<file path="src/rtl/sg_pkg.sv">
package sg_pkg;
  typedef enum logic [1:0] {
    MODE_OFF   = 2'd0,
    MODE_RESET = 2'd1,
    MODE_FLAG  = 2'd2,
    MODE_RSVD  = 2'd3
  } sg_mode_e;

  function automatic logic mode_active(input logic [1:0] m);
    return (m == MODE_RESET) || (m == MODE_FLAG);
  endfunction
endpackage

</file>
<file path="src/rtl/sg_sync.sv">
module sg_sync #(
  parameter int W      = 1,
  parameter int STAGES = 2
) (
  input  logic         clk,
  input  logic         rst,
  input  logic [W-1:0] d_i,
  output logic [W-1:0] q_o
);
  logic [STAGES-1:0][W-1:0] stage_q;

  always_ff @(posedge clk) begin
    if (rst) stage_q <= '0;
    else     stage_q <= {stage_q[STAGES-2:0], d_i};
  end

  assign q_o = stage_q[STAGES-1];
endmodule

</file>
<file path="src/rtl/sg_cfg.sv">
module sg_cfg
  import sg_pkg::*;
#(
  parameter int LVL_W = 4
) (
  input  logic             clk,
  input  logic             rst,
  input  logic             reload_i,
  input  logic [1:0]       fuse_mode_i,
  input  logic             fuse_hyst_i,
  input  logic [LVL_W-1:0] fuse_level_i,
  input  logic             wr_en_i,
  input  logic [1:0]       wr_mode_i,
  input  logic             wr_hyst_i,
  input  logic [LVL_W-1:0] wr_level_i,
  output logic [1:0]       mode_o,
  output logic             hyst_o,
  output logic [LVL_W-1:0] level_o
);
  always_ff @(posedge clk) begin
    if (rst || reload_i) begin
      mode_o  <= fuse_mode_i;
      hyst_o  <= fuse_hyst_i;
      level_o <= fuse_level_i;
    end else if (wr_en_i) begin
      mode_o <= wr_mode_i;
      hyst_o <= wr_hyst_i;
      // threshold may only move while the monitor is off
      if (!mode_active(mode_o)) level_o <= wr_level_i;
    end
  end

  assert_level_lock_R9: assert property (@(posedge clk) disable iff (rst)
    (wr_en_i && mode_active(mode_o) && !reload_i) |=> $stable(level_o));
endmodule

</file>
<file path="src/rtl/sg_settle.sv">
module sg_settle #(
  parameter int MAIN_HOLD = 2
) (
  input  logic clk,
  input  logic rst,
  input  logic active_i,
  input  logic slow_edge_i,
  output logic blank_o
);
  localparam int CNT_W = (MAIN_HOLD < 2) ? 1 : $clog2(MAIN_HOLD + 1);

  typedef enum logic [1:0] {ST_IDLE, ST_WAIT_SLOW, ST_HOLD} settle_e;

  settle_e          state_q;
  logic [CNT_W-1:0] cnt_q;
  logic             active_q;
  logic             start;

  assign start = active_i && !active_q;

  always_ff @(posedge clk) begin
    if (rst) begin
      state_q  <= ST_IDLE;
      cnt_q    <= '0;
      active_q <= 1'b0;
    end else begin
      active_q <= active_i;
      if (!active_i) begin
        state_q <= ST_IDLE;
      end else if (start) begin
        state_q <= ST_WAIT_SLOW;
      end else begin
        case (state_q)
          ST_WAIT_SLOW: if (slow_edge_i) begin
            state_q <= ST_HOLD;
            cnt_q   <= '0;
          end
          ST_HOLD: begin
            if (cnt_q == CNT_W'(MAIN_HOLD - 1)) state_q <= ST_IDLE;
            else                                cnt_q   <= cnt_q + 1'b1;
          end
          default: state_q <= ST_IDLE;
        endcase
      end
    end
  end

  assign blank_o = start || (state_q != ST_IDLE);

  assert_wait_holds_R6: assert property (@(posedge clk) disable iff (rst)
    (state_q == ST_WAIT_SLOW && active_i && !slow_edge_i) |=> blank_o);
endmodule

</file>
<file path="src/rtl/supply_guard.sv">
module supply_guard
  import sg_pkg::*;
#(
  parameter int LVL_W       = 4,
  parameter int SYNC_STAGES = 2,
  parameter int MAIN_HOLD   = 2
) (
  input  logic             clk,
  input  logic             rst,
  input  logic             slow_clk_i,
  input  logic             cmp_below_i,
  input  logic             dbg_active_i,
  input  logic [1:0]       fuse_mode_i,
  input  logic             fuse_hyst_i,
  input  logic [LVL_W-1:0] fuse_level_i,
  input  logic             wr_en_i,
  input  logic [1:0]       wr_mode_i,
  input  logic             wr_hyst_i,
  input  logic [LVL_W-1:0] wr_level_i,
  input  logic             cal_done_i,
  output logic [1:0]       mode_o,
  output logic             hyst_en_o,
  output logic [LVL_W-1:0] level_o,
  output logic             det_o,
  output logic             irq_o,
  output logic             rst_req_o,
  output logic             cal_req_o,
  output logic             cal_flag_o
);
  logic [1:0] sync_q;
  logic       cmp_s, slow_s, slow_prev_q, slow_edge;
  logic       active, blank, below_eff;
  logic       det_next, irq_next, rst_next, reload;
  logic       cal_pend_q;

  sg_sync #(.W(2), .STAGES(SYNC_STAGES)) u_sync (
    .clk(clk), .rst(rst), .d_i({slow_clk_i, cmp_below_i}), .q_o(sync_q)
  );
  assign cmp_s  = sync_q[0];
  assign slow_s = sync_q[1];

  always_ff @(posedge clk) begin
    if (rst) slow_prev_q <= 1'b0;
    else     slow_prev_q <= slow_s;
  end
  assign slow_edge = slow_s ^ slow_prev_q;

  sg_cfg #(.LVL_W(LVL_W)) u_cfg (
    .clk(clk), .rst(rst), .reload_i(reload),
    .fuse_mode_i(fuse_mode_i), .fuse_hyst_i(fuse_hyst_i), .fuse_level_i(fuse_level_i),
    .wr_en_i(wr_en_i), .wr_mode_i(wr_mode_i), .wr_hyst_i(wr_hyst_i), .wr_level_i(wr_level_i),
    .mode_o(mode_o), .hyst_o(hyst_en_o), .level_o(level_o)
  );

  assign active = mode_active(mode_o);

  sg_settle #(.MAIN_HOLD(MAIN_HOLD)) u_settle (
    .clk(clk), .rst(rst), .active_i(active), .slow_edge_i(slow_edge), .blank_o(blank)
  );

  assign below_eff = active && !blank && cmp_s;
  assign det_next  = (mode_o == MODE_FLAG) && below_eff;
  assign irq_next  = det_next && !det_o && !dbg_active_i;
  assign rst_next  = (mode_o == MODE_RESET) && below_eff && !dbg_active_i;
  assign reload    = rst_next && !rst_req_o && !cal_flag_o;

  always_ff @(posedge clk) begin
    if (rst) begin
      det_o      <= 1'b0;
      irq_o      <= 1'b0;
      rst_req_o  <= 1'b0;
      cal_req_o  <= 1'b0;
      cal_pend_q <= 1'b0;
      cal_flag_o <= 1'b0;
    end else begin
      det_o     <= det_next;
      irq_o     <= irq_next;
      rst_req_o <= rst_next;
      cal_req_o <= reload;
      if (reload) begin
        cal_pend_q <= 1'b1;
      end else if (cal_pend_q && cal_done_i) begin
        cal_pend_q <= 1'b0;
        cal_flag_o <= 1'b1;
      end
    end
  end

  assert_off_quiet_R2: assert property (@(posedge clk) disable iff (rst)
    !active |=> (!det_o && !rst_req_o));
  assert_irq_fresh_R4: assert property (@(posedge clk) disable iff (rst)
    irq_o |-> (det_o && !$past(det_o)));
  assert_reset_no_flag_R5: assert property (@(posedge clk) disable iff (rst)
    rst_req_o |-> (!det_o && !irq_o));
  assert_settle_quiet_R6: assert property (@(posedge clk) disable iff (rst)
    (blank && active) |=> (!det_o && !rst_req_o));
  assert_dbg_mask_R7: assert property (@(posedge clk) disable iff (rst)
    dbg_active_i |=> (!irq_o && !rst_req_o));
  assert_cal_pulse_R10: assert property (@(posedge clk) disable iff (rst)
    cal_req_o |=> !cal_req_o);
endmodule

</file>
<file path="config.mk">
export PLATFORM = sky130hd
export DESIGN_NAME = supply_guard
export DESIGN_NICKNAME = d
export VERILOG_FILES = /design/src/rtl/sg_pkg.sv /design/src/rtl/sg_sync.sv /design/src/rtl/sg_cfg.sv /design/src/rtl/sg_settle.sv /design/src/rtl/supply_guard.sv
export SDC_FILE = /design/constraint.sdc
export NUM_CORES = 1
export LEC_CHECK = 0
export BUFFER_PORTS_ARGS = -buffer_cell sky130_fd_sc_hd__buf_2
export CAP_MARGIN = 20
export CORE_ASPECT_RATIO = 0.75
export CORE_MARGIN = 2
export CORE_UTILIZATION = 44
export DETAILED_ROUTE_END_ITERATION = 8
export PLACE_DENSITY = 0.84
export REMOVE_ABC_BUFFERS = 1
export SYNTH_ARGS = -nofsm -noshare
export SYNTH_HDL_FRONTEND = slang
export SYNTH_HIERARCHICAL = 1
export SYNTH_SLANG_ARGS = --single-unit
</file>
<file path="constraint.sdc">
create_clock -name clk -period 2.1 [get_ports clk]
set_input_delay 0.105 -clock clk [delete_from_list [all_inputs] [get_ports clk]]
set_output_delay 0.105 -clock clk [all_outputs]
set_load 0.01 [all_outputs]
</file>
Word level (Yosys, flattened, before mapping)
Index checks and enable logic that the tools add are counted.
{ "classes": {"addsub": 1, "eq_ne": 11, "n_mux": 16, "bitwise": 4, "reduce_logical": 31} }
{ "op_table": {"columns": ["cell", "n"], "rows": [
  ["2-bit two-way mux", 6],
  ["4-bit two-way mux", 3],
  ["1-bit logical AND", 11],
  ["2-bit case mux with 2 select lines", 2],
  ["2-bit AND reduction", 4],
  ["2-bit nonzero test", 4],
  ["2-bit by 1-bit == test with 1-bit output, second input constant", 3],
  ["1-bit zero test", 6],
  ["1-bit two-way mux", 5],
  ["5-bit AND reduction", 1],
  ["2-bit == test, second input constant", 2],
  ["2-bit by 1-bit inequality test with 1-bit output, second input constant", 2],
  ["2-bit inequality test, second input constant", 2],
  ["1-bit logical OR", 3],
  ["3-bit by 1-bit inequality test with 1-bit output, second input constant", 1],
  ["3-bit by 2-bit inequality test with 1-bit output, second input constant", 1],
  ["1-bit inverter", 3],
  ["3-bit OR reduction", 1],
  ["2-bit by 1-bit adder with 2-bit output, second input constant", 1],
  ["2-bit OR reduction", 1],
  ["1-bit XOR", 1]
]} }
{ "totals": {"ff_bits": 23, "input_bits": 21, "output_inout_bits": 12, "word_cells": 79} }

Longest topological paths before layout
{ "logic_depth": {"depth_word": 14, "ltp_mapped": 10, "depth_no_buf": 10} }

By module
The synthesis kept the hierarchy.
{ "modules_own_cells": {"columns": ["mod", "instances", "cells_per_inst", "area_per_inst_um2", "seq_area_each_um2"], "rows": [
  ["sg_cfg", 1, 19, 321.6, 210.2],
  ["sg_settle", 1, 35, 307.8, 100.1],
  ["supply_guard", 1, 29, 286.5, 140.1],
  ["sg_sync", 1, 10, 120.1, 80.1]
]} }

Worst setup path before layout
Ideal clock, no wire load.
{ "synth_timing": {"kind": "reg2reg", "from": "register u_cfg.mode_o[0]", "to": "register u_cfg.hyst_o, data pin", "setup_ns": 0.260, "arrival_time_ns": 1.930, "path_slack_ns": -0.090, "path_stages_with_launch": 11, "n_path_buf": 0, "path_cell_list": "edfxtp_1 -> inv_1 -> ha_1 -> inv_1 -> inv_1 -> o21ai_0 -> nor3b_2 -> nand4_1 -> inv_1 -> nor2_4 -> mux2_2"} }
{ "synth_between": {"elab_chain_cells": 13, "word_cells_on_any_way": 14, "classes_between": "eq/ne: 2; mux: 1; reduce/logical: 11"} }
{ "synth_lines": {"columns": ["item", "line", "source"], "rows": [
  ["from (decl)", "sg_cfg.sv:16", "output logic [1:0] mode_o,"],
  ["from (signal assigned)", "sg_cfg.sv:22", "mode_o <= fuse_mode_i;"],
  ["from (signal assigned)", "sg_cfg.sv:26", "mode_o <= wr_mode_i;"],
  ["2-bit by 1-bit == test with 1-bit output / 2-bit == test (equally long branches)", "sg_pkg.sv:10", "return (m == MODE_RESET) || (m == MODE_FLAG);"],
  ["1-bit logical OR (*)", "sg_pkg.sv:10", null],
  ["net active", "supply_guard.sv:32", "logic active, blank, below_eff;"],
  ["1-bit logical AND (*)", "sg_settle.sv:19", "assign start = active_i && !active_q;"],
  ["1-bit logical OR (*)", "sg_settle.sv:48", "assign blank_o = start || (state_q != ST_IDLE);"],
  ["net blank", "supply_guard.sv:32", null],
  ["1-bit zero test (*)", "supply_guard.sv:61", "assign below_eff = active && !blank && cmp_s;"],
  ["1-bit logical AND (*) (2 in series)", "supply_guard.sv:61", null],
  ["1-bit logical AND (*) (2 in series)", "supply_guard.sv:64", "assign rst_next = (mode_o == MODE_RESET) && below_eff && !dbg_active_i;"],
  ["1-bit logical AND (*) (2 in series)", "supply_guard.sv:65", "assign reload = rst_next && !rst_req_o && !cal_flag_o;"],
  ["net reload", "supply_guard.sv:33", "logic det_next, irq_next, rst_next, reload;"],
  ["1-bit logical OR (*)", "sg_cfg.sv:21", "if (rst || reload_i) begin"],
  ["1-bit two-way mux (*)", "sg_cfg.sv:21", null],
  ["to (signal assigned)", "sg_cfg.sv:23", "hyst_o <= fuse_hyst_i;"],
  ["to (signal assigned)", "sg_cfg.sv:27", "hyst_o <= wr_hyst_i;"],
  ["to (decl)", "sg_cfg.sv:17", "output logic hyst_o,"]
]} }
The timed path passes the listed nets; every way through them passes the cells marked *.
A chain may end at the register's enable or synchronous reset.

Worst setup path after layout
{ "layout_timing": {"from": "register u_cfg.mode_o[1]", "to": "register u_cfg.level_o[3], data pin"} }
{ "layout_between": {"elab_chain_cells": 13, "word_cells_on_any_way": 14, "classes_between": "eq/ne: 2; mux: 1; reduce/logical: 11"} }
{ "layout_lines": {"columns": ["item", "line", "source"], "rows": [
  ["2-bit by 1-bit == test with 1-bit output / 2-bit == test (equally long branches)", "sg_pkg.sv:10", null],
  ["1-bit logical OR (*)", "sg_pkg.sv:10", null],
  ["net active", "supply_guard.sv:32", null],
  ["1-bit logical AND (*)", "sg_settle.sv:19", null],
  ["1-bit logical OR (*)", "sg_settle.sv:48", null],
  ["net blank", "supply_guard.sv:32", null],
  ["1-bit zero test (*)", "supply_guard.sv:61", null],
  ["1-bit logical AND (*) (2 in series)", "supply_guard.sv:61", null],
  ["1-bit logical AND (*) (2 in series)", "supply_guard.sv:64", null],
  ["1-bit logical AND (*) (2 in series)", "supply_guard.sv:65", null],
  ["net reload", "supply_guard.sv:33", null],
  ["1-bit logical OR (*)", "sg_cfg.sv:21", null],
  ["4-bit two-way mux (*)", "sg_cfg.sv:21", null],
  ["to (signal assigned)", "sg_cfg.sv:24", "level_o <= fuse_level_i;"],
  ["to (signal assigned)", "sg_cfg.sv:29", "if (!mode_active(mode_o)) level_o <= wr_level_i;"],
  ["to (decl)", "sg_cfg.sv:18", "output logic [LVL_W-1:0] level_o"]
]} }
Marks and branches as above.

==> reports/metrics.csv <==
stage,metric,value,unit
synthesis,Synth warnings,6,
placement,final estimated routing congestion in global placement,0.7411,
min_path,hold path cells,3,
synthesis,synthesized area per cell,11.14,sq um
sta,Setup Skew,0.007588,ns
routing,routed via count,829,
grt,grt ovf,0,
layout,Synth-to-Final Area Change,33.58,%
layout,number of filler instances in the final layout,177,
critical_path,Worst Path Max Fanout,5,
layout,Multi-input gate area,499.2,sq um
synthesis,top-area cell type share of the netlist area,30.92,%
synthesis,post-synth top area cell,dfxtp_1,
sta,period utilization,96.50,%
floorplanning,die area,0.002763,sq mm
routing,1st-pass router iterations,4,
clock_tree,TritonCTS clock tree,built,
clock_tree,Max Buffers Root-to-Sink,2,
placement,Post-DP HPWL,1.509,mm
critical_path,crit start category,flop,
floorplanning,Initial Util,45.62,%
floorplanning,Core Area,0.002271,sq mm
sta,Max Clock Freq,493.5,MHz
critical_path,type of destination of the critical path,flop,
layout,Antenna diodes,0,
layout,Sequential Area,530.5,sq um
critical_path,Critical Path RT,2.17,ns
routing,via/cell ratio,4.820,
outcome,status,"finished, final reports clean",
layout,Final Util,60.94,%
critical_path,Setup CP Type,reg2reg,
clock_tree,"CTS clk-pin slew, worst paths",0.13,ns
critical_path,critical path arrival,2.10,ns
sta,Finish-stage setup viols,0,
clock_tree,count of clock tree sinks,23,
floorplanning,I/O Pins,33,
clock_tree,H-tree depth,1,
sta,Worst-Margin Slew,0.3186,ns
routing,DR iter-0 viols,25,
sta,Rel. slew slack,78.76,%
synthesis,register area share after synthesis,51.21,%
grt,largest net degree at the start of global routing,16,
power_and_ir_drop,PD cells,610.8,mW/mm^2
layout,layout cell share with drive strength beyond 1,45.65,%
clock_tree,clock root buffer,clkbuf_4,
job,MaxCap Viol Count,0,
power_and_ir_drop,LEAKAGE,0.6436,nW
synthesis,Post-synth top flop,dfxtp_1,
clock_tree,clock buffer count from CTS,3,
synthesis,Cells after Synth,93,
routing,DRT Wirelength,2.195,mm
floorplanning,height of the die,46.03,um
grt,GRT Total Usage,15.36,%
floorplanning,FP Rows,15,
routing,detailed-route DRC error count,0,
placement,pre-CTS setup slack,-0.1031,ns
synthesis,Synth cell types,27,
synthesis,multiplexer share of the synthesized area,7.609,%
grt,initial antenna violation count,0,
sta,setup_tns,0,ns
synthesis,Synth Area in Adders,7.246,%
min_path,HP Class,in2reg,
power_and_ir_drop,Peak VDD IR,472.8,uV
placement,Buffers on Ports,32,
synthesis,number of enable flip-flop cells after synthesis,7,
synthesis,largest family of logic cells by synthesized area,simple AND/OR/NAND/NOR gates,
synthesis,Synth Area in Compound Gates,7.971,%
routing,WL/cell,12.76,um
synthesis,simple-gate share of the synthesized area,18.84,%
synthesis,synth top area cells,"dfxtp_1 31%, edfxtp_1 20%, mux2_2 7.6%",
floorplanning,chip width,60.03,um
synthesis,XOR/XNOR Fraction of Synth Area,1.691,%
sta,Tmin final,2.026,ns
routing,Final ANT Viol Nets,0,
synthesis,Mapped Area,0.001036,sq mm
sta,worst setup margin,0.07356,ns
sta,"Slew Viols, Final",0,
critical_path,R2R cell count,9,
grt,vias in the first global route,781,
sta,Final Hold Vio Count,0,
synthesis,"FFs w/ async S/R, synth",0,%
grt,first-pass GRT wire length,3.091,mm
layout,final net count,166,
synthesis,flop and latch count out of synthesis,23,
clock_tree,Skew-Pair Late Insertion Delay,0.31,ns
[sequential cells by signal, indices dropped and copies added, names as in the netlist]
signal / flops
slow_prev_q: 1
u_cfg/hyst_o: 1
u_sync/q_o: 2
u_settle/state_q: 2
cal_pend_q: 1
u_sync/stage_q: 2
u_settle/cnt_q: 2
cal_req_o: 1
u_cfg/mode_o: 2
u_settle/active_q: 1
cal_flag_o: 1
det_o: 1
u_cfg/level_o: 4
rst_req_o: 1
irq_o: 1
[cell families after synthesis]
family                   count (synthesis)
buffers and inverters                   13
AND/OR/NAND/NOR                         29
multiplexers                             7
XOR/XNOR                                 2
flip-flops                              23
adder cells (fa/ha/maj)                  6
AO/OA/AOI/OAI                           13
[path summary, 6_finish.rpt]
check	endpoint	startpoint	slack, ns
setup reg to reg	u_cfg/level_o[3]$_DFFE_PP_	u_cfg/mode_o[1]$_DFFE_PP_	0.07
setup / recovery	u_cfg/level_o[3]$_DFFE_PP_	u_cfg/mode_o[1]$_DFFE_PP_	0.07
hold reg to reg	irq_o$_SDFF_PP0_	det_o$_SDFF_PP0_	0.44
hold / removal	cal_pend_q$_SDFFE_PP0P_	cal_done_i	0.06
[placed cells by master (no fill, tap or decap)]
cell type,n
buf_2,32
nor2_4,2
xor2_1,2
clkinv_2,1
nand2_1,3
o21ai_2,2
buf_4,7
and2_4,1
nor2b_4,1
o2111a_1,1
nand3_1,1
ha_4,1
inv_2,2
inv_1,9
and3_2,1
ha_1,5
a21boi_1,1
o31ai_1,2
nor2b_1,8
or2b_1,1
nand4_1,3
and3_1,1
mux2_2,2
mux2_4,5
nor2_1,4
dfxtp_1,16
edfxtp_1,7
clkbuf_4,3
nor3b_2,2
a31o_2,1
a21oi_1,4
nand2b_1,1
dlygate4sd3_1,3
and3b_1,1
o21ai_0,2
[layout make-up]
class / count / share of cell area (%)
clock inverter: 1 / 0.3617
multi-input combinational: 58 / 36.08
clock buffer: 3 / 1.627
sequential: 23 / 38.34
timing repair buffer: 42 / 17.54
tap: 34 / 3.074
inverter: 11 / 2.984
[per-layer routing]
layer / vias to the layer above / part of all wire [%] / GRT usage, %
met1: 395 / 42 / 16.02
li1: 408 / - / -
met5: - / 0 / 0
met2: 24 / 54 / 30.22
met4: 0 / 0.87 / 4.000
met3: 2 / 3.1 / 4.261
[critical path, cell delays in order, from the launching register on]
cell      delay, ns
edfxtp_1       0.46
ha_4           0.30
inv_2          0.03
inv_1          0.09
o21ai_2        0.06
nor3b_2        0.18
nand4_1        0.14
inv_2          0.13
nor2_4         0.08
mux2_4         0.32
[timing repair]
| action | 4_1_cts | 5_1_grt |
|---|---|---|
| setup endpoints to repair | 11 | 7 |
| cloned | 1 | 0 |
| pin swaps | 1 | 3 |
| resized for setup | 4 | 9 |
| hold endpoints to repair | 3 | 0 |
| hold buffers | 3 | 0 |
| setup buffers | 0 | 1 |
[synth_stat cells, drive strengths merged (2+ instances only)]
cell type   n
a21oi       4
and3        2
buf         2
dfxtp      16
edfxtp      7
ha          6
inv        11
mux2        7
nand2       3
nand4       3
nor2        5
nor2b       9
nor3b       2
o21ai       4
o31ai       2
xor2        2
[power breakdown]
part,total [mW],switching (mW),internal (mW)
Combinational,0.151,0.0715,0.0790
Clock,0.201,0.130,0.0712
Sequential,0.493,0.0107,0.483
[metrics by stage]
stage                     hold WS (ns)  instances  total power [mW]  area [sq um]
after floorplan                 0.1741         91            0.5645          1021
after global placement          0.3078        163            0.6208          1269
after detailed placement        0.3123        163            0.6271          1269
after CTS                      0.05250        171            0.8396          1341
after global routing           0.07021        172            0.8850          1384
final                          0.05864        172            0.8452          1384
No activity file was read; power rests on OpenSTA's default activity.
